`src/rtl/nest_irq_ctl.sv`:
```
module nest_irq_ctl #(
  parameter  int NSRC       = 30,
  parameter  int NLVL       = 4,
  parameter  int VW         = 16,
  parameter  int VEC_BASE   = 3,
  parameter  int VEC_STRIDE = 8,
  localparam int PW         = $clog2(NLVL),
  localparam int SW         = $clog2(NSRC)
) (
  input  logic               clk,
  input  logic               rst,
  input  logic [NSRC-1:0]    req_i,
  input  logic [NSRC-1:0]    en_i,
  input  logic [NSRC*PW-1:0] prio_i,
  input  logic               gie_i,
  input  logic               ack_rdy_i,
  input  logic               reti_i,
  output logic               take_o,
  output logic [VW-1:0]      vec_o,
  output logic [SW-1:0]      src_o,
  output logic [NLVL-1:0]    insvc_o
);

  logic [NSRC-1:0] pend;
  logic            pick_v;
  logic [SW-1:0]   pick_idx;
  logic [PW-1:0]   pick_p;
  logic            act_v;
  logic [PW-1:0]   act_lvl;
  logic [NLVL-1:0] top_bit;
  logic            fire;

  assign pend = req_i & en_i & {NSRC{gie_i}};

  always_comb begin
    pick_v   = 1'b0;
    pick_idx = '0;
    pick_p   = '0;
    for (int i = NSRC - 1; i >= 0; i--) begin
      if (pend[i] && (!pick_v || prio_i[i*PW +: PW] >= pick_p)) begin
        pick_v   = 1'b1;
        pick_idx = SW'(i);
        pick_p   = prio_i[i*PW +: PW];
      end
    end
  end

  always_comb begin
    act_v   = 1'b0;
    act_lvl = '0;
    for (int l = 0; l < NLVL; l++) begin
      if (insvc_o[l]) begin
        act_v   = 1'b1;
        act_lvl = PW'(l);
      end
    end
  end

  assign top_bit = act_v ? (NLVL'(1) << act_lvl) : '0;
  assign fire    = ack_rdy_i && pick_v && (!act_v || pick_p > act_lvl);

  always_ff @(posedge clk) begin
    if (rst) begin
      take_o  <= 1'b0;
      vec_o   <= '0;
      src_o   <= '0;
      insvc_o <= '0;
    end else begin
      take_o  <= fire;
      insvc_o <= (insvc_o & ~(reti_i ? top_bit : '0)) |
                 (fire ? (NLVL'(1) << pick_p) : '0);
      if (fire) begin
        src_o <= pick_idx;
        vec_o <= VW'(VEC_BASE) + VW'(VEC_STRIDE) * VW'(pick_idx);
      end
    end
  end

endmodule

```
`config.mk`:
```
export PLATFORM = sky130hd
export DESIGN_NAME = nest_irq_ctl
export DESIGN_NICKNAME = d
export VERILOG_FILES = /design/src/rtl/nest_irq_ctl.sv
export SDC_FILE = /design/constraint.sdc
export NUM_CORES = 1
export LEC_CHECK = 0
export BUFFER_PORTS_ARGS = -buffer_cell sky130_fd_sc_hd__buf_2
export CORE_MARGIN = 4
export CORE_UTILIZATION = 55
export DETAILED_ROUTE_END_ITERATION = 10
export GPL_TIMING_DRIVEN = 1
export PLACE_DENSITY = 0.95
export SETUP_SLACK_MARGIN = 0.5
export SLEW_MARGIN = 20
export SYNTH_ARGS = -nofsm -noshare
export SYNTH_HDL_FRONTEND = slang
export SYNTH_SLANG_ARGS = --single-unit
```
`constraint.sdc`:
```
create_clock -name clk -period 92.1 [get_ports clk]
set_input_delay 13.815 -clock clk [delete_from_list [all_inputs] [get_ports clk]]
set_output_delay 13.815 -clock clk [all_outputs]
set_load 0.05 [all_outputs]
```
==> results of run 1 <==
==> per-stage QoR <==
step	instances	instance area [sq um]	setup WS [ns]	hold slack, ns
2_1_floorplan	580	3961	41.35	0.6674
3_3_place_gp	791	4627	38.65	0.4447
3_5_place_dp	791	4627	36.98	0.4590
4_1_cts	795	4672	37.08	0.4662
5_1_grt	795	4672	33.59	0.5005
6_report	795	4672	36.36	0.4674
==> placed cells by master, fill, tap and decap left out, types with 5 or more instances in the layout <==
master	count
sky130_fd_sc_hd__o21a_1	5
sky130_fd_sc_hd__ha_1	38
sky130_fd_sc_hd__nand4_1	10
sky130_fd_sc_hd__and3_1	24
sky130_fd_sc_hd__buf_2	141
sky130_fd_sc_hd__dfxtp_1	11
sky130_fd_sc_hd__nor4_1	8
sky130_fd_sc_hd__nand2_1	70
sky130_fd_sc_hd__o21ai_0	12
sky130_fd_sc_hd__or3_1	6
sky130_fd_sc_hd__or2_2	6
sky130_fd_sc_hd__nor2_1	37
sky130_fd_sc_hd__and2_1	7
sky130_fd_sc_hd__a211oi_1	6
sky130_fd_sc_hd__nand2b_1	33
sky130_fd_sc_hd__nor2b_1	6
sky130_fd_sc_hd__o31ai_1	7
sky130_fd_sc_hd__nor3_1	14
sky130_fd_sc_hd__a22oi_1	14
sky130_fd_sc_hd__nand3_1	28
sky130_fd_sc_hd__mux2_2	6
sky130_fd_sc_hd__inv_1	45
sky130_fd_sc_hd__conb_1	9
sky130_fd_sc_hd__a21o_1	12
sky130_fd_sc_hd__a31oi_1	9
sky130_fd_sc_hd__a21oi_1	33
==> final timing paths <==
| kind | end | slack [ns] | cells past startpoint |
|---|---|---|---|
| worst min register to register | src_o[2] | 0.47 | 2 |
| worst min-delay path | src_o[2] | 0.47 | 2 |
| worst max-delay path | src_o[4] | 36.36 | 186 |
| worst max register to register | src_o[4] | 89.51 | 12 |
==> sequential cells by signal, summed over array words and instances, names as in the netlist <==
| register | count |
|---|---|
| src_o | 5 |
| vec_o | 1 |
| take_o | 1 |
| insvc_o | 4 |
==> cell type report <==
type | count | area, sq um | share of cell area, %
clock buffers | 4 | 45.04 | 0.9641
inverters | 46 | 172.7 | 3.696
multi-input cells | 497 | 3408 | 72.95
flip-flops and latches | 11 | 220.2 | 4.713
well taps | 96 | 120.1 | 2.571
repair buffers | 141 | 705.7 | 15.10
==> Yosys cell counts (5+ instances only) <==
cell type and count:
sky130_fd_sc_hd__nor2_1 37, sky130_fd_sc_hd__clkbuf_1 8, sky130_fd_sc_hd__and3_1 24, sky130_fd_sc_hd__nor2b_1 6, sky130_fd_sc_hd__inv_1 45, sky130_fd_sc_hd__o21a_1 5
sky130_fd_sc_hd__nand2_1 70, sky130_fd_sc_hd__nor3_1 14, sky130_fd_sc_hd__or3_1 6, sky130_fd_sc_hd__a21o_1 12, sky130_fd_sc_hd__nand3_1 28, sky130_fd_sc_hd__and2_1 7
sky130_fd_sc_hd__or2_2 6, sky130_fd_sc_hd__nor4_1 8, sky130_fd_sc_hd__dfxtp_1 11, sky130_fd_sc_hd__o21ai_0 12, sky130_fd_sc_hd__a31oi_1 9, sky130_fd_sc_hd__mux2_2 6
sky130_fd_sc_hd__a22oi_1 14, sky130_fd_sc_hd__buf_4 16, sky130_fd_sc_hd__a21oi_1 33, sky130_fd_sc_hd__nand2b_1 33, sky130_fd_sc_hd__a211oi_1 6, sky130_fd_sc_hd__o31ai_1 7
sky130_fd_sc_hd__ha_1 38, sky130_fd_sc_hd__nand4_1 10
==> report_power, final <==
group          switching [mW]  total, mW  internal, mW
Sequential           0.000746    0.00637       0.00562
Clock                 0.00184    0.00489       0.00304
Combinational          0.0259     0.0418        0.0159
Total                  0.0285     0.0530        0.0246
==> per-layer routing <==
layer	share of wire (%)	vias to the layer above	track usage, %
met5	0	-	0
met4	3.5	0	9.158
met3	8.7	59	2.924
met2	48	340	53.11
met1	40	2322	35.83
li1	-	2391	-
==> critical path, delay by kind of cell <==
family | cells | cell delay [ns]
simple gates | 70 | 11.47
buf+inv | 5 | 1.17
mux | 9 | 3.27
fa+ha+maj | 33 | 9.12
compound gates | 69 | 17.00
==> cell families (layout without fill, tap and decap cells) <==
logic type	count (synthesis)	count (layout)	share of synthesized area [%]
AOI/OAI and AO/OA	172	172	34.85
and+or+nand+nor	265	265	35.23
other	1	9	0.09539
buffers and inverters	72	191	8.466
adders and majority gates	42	42	13.14
DFF	11	11	5.601
muxes	9	9	2.610
==> metrics.csv, run 1 <==
metric,value,unit
hpwl_dp,11.03,mm
hold_bufs_at_cts,0,
antenna_violations_before_repair,0,
maxSlewHeadroom,38.67,%
dr.pass1.iters,6,
clk_root_buffer_cell,sky130_fd_sc_hd__clkbuf_8,
design.core.area,6869,sq um
crit_path_frequent_cell,sky130_fd_sc_hd__ha_1,
top_area_cells_in_the_synthesized_netlist,"sky130_fd_sc_hd__ha_1 12%, sky130_fd_sc_hd__nand2_1 6.7%, sky130_fd_sc_hd__dfxtp_1 5.6%",
cellPowerDensity,11.35,nW/um^2
drtAntennaViolNets,0,
place_congestion,0.9862,
power.leakage,2.413,nW
critical_path.endpoint_type,register,
synth_top_area_share,12.09,%
critPathRequiredTime,92.28,ns
syn_area_per_cell,6.873,sq um
ys_seq_elements,11,
port_bufs,141,
syn-cell-area,3931,sq um
final-setup-viol-count,0,
rows,30,
floorplan.die_area,8565,sq um
max-cap-violations,0,
synthCells,572,
synth-main-ff-cell,sky130_fd_sc_hd__dfxtp_1,
synth_enable_flop_cells,0,
initial_utilization,57.23,%
total_vias_in_the_final_route,5112,
rsz0062_at_grt,false,
dr.first_iter.drc_count,480,
fillerInstances,609,
worst_path_cell_with_the_longest_stage_delay,sky130_fd_sc_hd__o311ai_1,
postRouteWirelength,13.23,mm
max_clock_freq,0.01794,GHz
areaGrowthSynthToFinish,18.84,%
crit_path_max_fanout,48,
critPathMaxStageDelay,0.62,ns
critPathKind,primary input to register,
worstMarginPinSlew,0.9200,ns
level_count_of_the_clock_h_tree,1,
worst_skew_pair.late_latency,0.24,ns
timing_hold_violations_final,0,
final_layout_size_suffix_gt1_share,27.04,%
worst_ir_drop_vdd,0.000006910,V
synth.yosys.seq_area_share,5.602,%
netlist-cell-type-count,85,
final.setup.tns,0,ns
cts-buffers-inserted,3,
ios,151,
min_path_type,register to register,
die_width,92.55,um
grt_pass1_vias,4785,
cp.arrival,55.92,ns
path_clk_slew,0.05,ns
hold_path.startpoint,src_o[2],
post-route-min-period,55.74,ns
yosysWarningCount,0,
post-layout-total-power,0.05303,mW
timing.clock.skew,0.002901,ns
nNetsFinal,863,
worstSetupStartpoint,gie_i,
insertedDiodeCount,0,
cts.path.max_buffers,2,
asyncSetResetFlopFracSynth,0,%
detail_route.vias_per_cell,6.430,
final_core_utilization,68.01,%
drcViolationCount,0,
grt_pass1_wl,21.45,mm
post-cts-setup-buffer-count,0,
overflow,0,
die_height,92.55,um
type_of_origin_of_the_critical_path,primary input,
worst_r2r_startpoint,insvc_o[2],
cts_resized,0,
final_max_slew_viol_count,0,
synth_top_area_cell,sky130_fd_sc_hd__ha_1,
ratio_of_final_minimum_period_to_clock_period,60.52,%
clock-sinks,11,
cts_tree,built,
post_drt_wl_per_cell,16.64,um
pin_count_of_the_biggest_net_entering_global_routing,49,
run_status,"finished, final reports clean",
track_usage,29.21,%
Note: power is estimated with default switching activity, not from simulation.
==> run 2, diff against run 1 <==
--- a/config.mk
+++ b/config.mk
@@ -7,10 +7,10 @@
 export LEC_CHECK = 0
 export BUFFER_PORTS_ARGS = -buffer_cell sky130_fd_sc_hd__buf_2
 export CORE_MARGIN = 4
-export CORE_UTILIZATION = 55
+export CORE_UTILIZATION = 46
 export DETAILED_ROUTE_END_ITERATION = 10
 export GPL_TIMING_DRIVEN = 1
-export PLACE_DENSITY = 0.95
+export PLACE_DENSITY = 0.86
 export SETUP_SLACK_MARGIN = 0.5
 export SLEW_MARGIN = 20
 export SYNTH_ARGS = -nofsm -noshare
==> constraint.sdc (replaced) <==
create_clock -name clk -period 45.3 [get_ports clk]
set_input_delay 6.795 -clock clk [delete_from_list [all_inputs] [get_ports clk]]
set_output_delay 6.795 -clock clk [all_outputs]
set_load 0.05 [all_outputs]
==> run 2 against run 1 <==
Global-route usage shrank 5.2 points. First-iteration DRC count grew 9.6%. Sequential power is 100% higher. Largest cell class unchanged. Largest power group unchanged.
==> metrics.csv, run 2 (same netlist as run 1, synthesis figures left out) <==
metric,value,unit
run_status,"finished, final reports clean",
finalInstanceArea,5685,sq um
ios,151,
clk_root_buffer_cell,sky130_fd_sc_hd__clkbuf_8,
cts_tree,built,
post_drt_wl_per_cell,17.99,um
die_width,100.4,um
most_common_cell_after_layout_fill_and_taps_aside,sky130_fd_sc_hd__buf_2,
total_vias_in_the_final_route,5460,
type_of_origin_of_the_critical_path,primary input,
power.leakage,2.860,nW
initial_utilization,47.61,%
largest-register,src_o,
final-setup-viol-count,0,
worstMarginPinSlew,1.034,ns
insertedDiodeCount,0,
critPathMaxStageDelay,0.46,ns
min_path_type,register to register,
worst_ir_drop_vdd,0.00001070,V
post-route-min-period,43.94,ns
nNetsFinal,915,
detail_route.vias_per_cell,6.379,
critical_path.endpoint_type,register,
final_layout_size_suffix_gt1_share,42.61,%
whs,0.4739,ns
cp.arrival,44.12,ns
hold_bufs_at_cts,0,
critPathKind,primary input to register,
max-cap-violations,0,
grt_pass1_wl,20.56,mm
biggestRegsByFlops,"src_o: 5 flops, insvc_o: 4 flops",
grt_pass1_vias,4715,
timing.clock.skew,0.003114,ns
clock-sinks,11,
cts-buffers-inserted,3,
postRouteWirelength,15.40,mm
place_area,4713,sq um
drcViolationCount,0,
dr.first_iter.drc_count,526,
crit_path_frequent_cell,sky130_fd_sc_hd__ha_1,
areaGrowthSynthToFinish,44.62,%
dr.pass1.iters,6,
design.core.area,8258,sq um
ratio_of_final_minimum_period_to_clock_period,97.01,%
worst_skew_pair.late_latency,0.23,ns
level_count_of_the_clock_h_tree,1,
cellPowerDensity,23.22,nW/um^2
largest_reg_flops,5,
layout.cells.most_common_list,"141 x sky130_fd_sc_hd__buf_2, 65 x sky130_fd_sc_hd__nand2_1, 50 x sky130_fd_sc_hd__buf_4",
rows,33,
antenna_violations_before_repair,0,
drtAntennaViolNets,0,
track_usage,24.00,%
critPathRequiredTime,45.47,ns
worst_path_cell_with_the_longest_stage_delay,sky130_fd_sc_hd__or3_4,
path_buf_inv,9,
path_clk_slew,0.05,ns
timing_hold_violations_final,0,
floorplan.die_area,10090,sq um
place_congestion,0.9687,
hpwl_dp,10.85,mm
crit_path_max_fanout,6,
die_height,100.4,um
post-layout-total-power,0.1320,mW
overflow,0,
pin_count_of_the_biggest_net_entering_global_routing,47,
maxSlewHeadroom,31.07,%
critPathTopFamily,compound AO/OA/AOI/OAI gates,
cts.path.max_buffers,2,
max_clock_freq,0.02276,GHz
final_max_slew_viol_count,0,
port_bufs,141,
run 2: cell types whose count changed in the layout (fill, tap and decap cells not counted), sizes merged:
cell	change
buf	+52
clkinvlp	+1
inv	-1
run 2: what timing repair did:
action | CTS | global route
endpoints found under the setup margin | 11 | 11
gates resized for setup | 18 | 100
pin swaps | 5 | 74
hold endpoints to repair | 0 | 0
buffers inserted | 9 | 33
gates cloned | 0 | 0
run 2: through the flow:
step                      setup WS (ns)  util [%]  setup TNS (ns)  std cells
after global placement           0.3780     57.08               0        810
after global routing            -0.3774     68.85          -1.851        856
after floorplan                   1.570         -               0        580
after CTS                        0.5211     59.50               0        823
after detailed placement         -1.139     57.08          -8.088        810
final                             1.356     68.85               0        856
run 2: cell type report:
type	instances	area, sq um
Multi-Input combinational cell	497	3995
Fill cell	645	2572
Timing Repair Buffer	193	1112
Sequential cell	11	220.2
Inverter	46	181.4
Tap cell	105	131.4
Clock buffer	4	45.04
run 2: worst paths after layout:
kind	slack, ns	endpoint	depth (start not counted)	startpoint
setup / recovery	1.36	src_o[4]	194	gie_i
hold / removal	0.47	vec_o[1]	2	vec_o[1]
setup reg to reg	43.16	src_o[4]	10	insvc_o[2]
hold reg to reg	0.47	vec_o[1]	2	vec_o[1]
run 2: worst min-delay path, stage by stage (launching register included):
cell	delay, ns
sky130_fd_sc_hd__dfxtp_1	0.32
sky130_fd_sc_hd__inv_1	0.05
sky130_fd_sc_hd__a21oi_1	0.05
run 2: routing by layer:
metal | vias to the layer above | wire, um | track usage, % | share of wire (%)
li1 | 2493 | - | - | -
met1 | 2504 | 5739 | 29.92 | 37
met2 | 365 | 7578 | 42.35 | 49
met3 | 98 | 1381 | 2.293 | 9.0
met4 | 0 | 703 | 9.223 | 4.6
met5 | - | 0 | 0 | 0
run 2: where the power goes:
group	total (mW)	internal [mW]	switching, mW
registers	0.0130	0.0114	0.00153
logic	0.110	0.0470	0.0626
clock network	0.00946	0.00615	0.00331
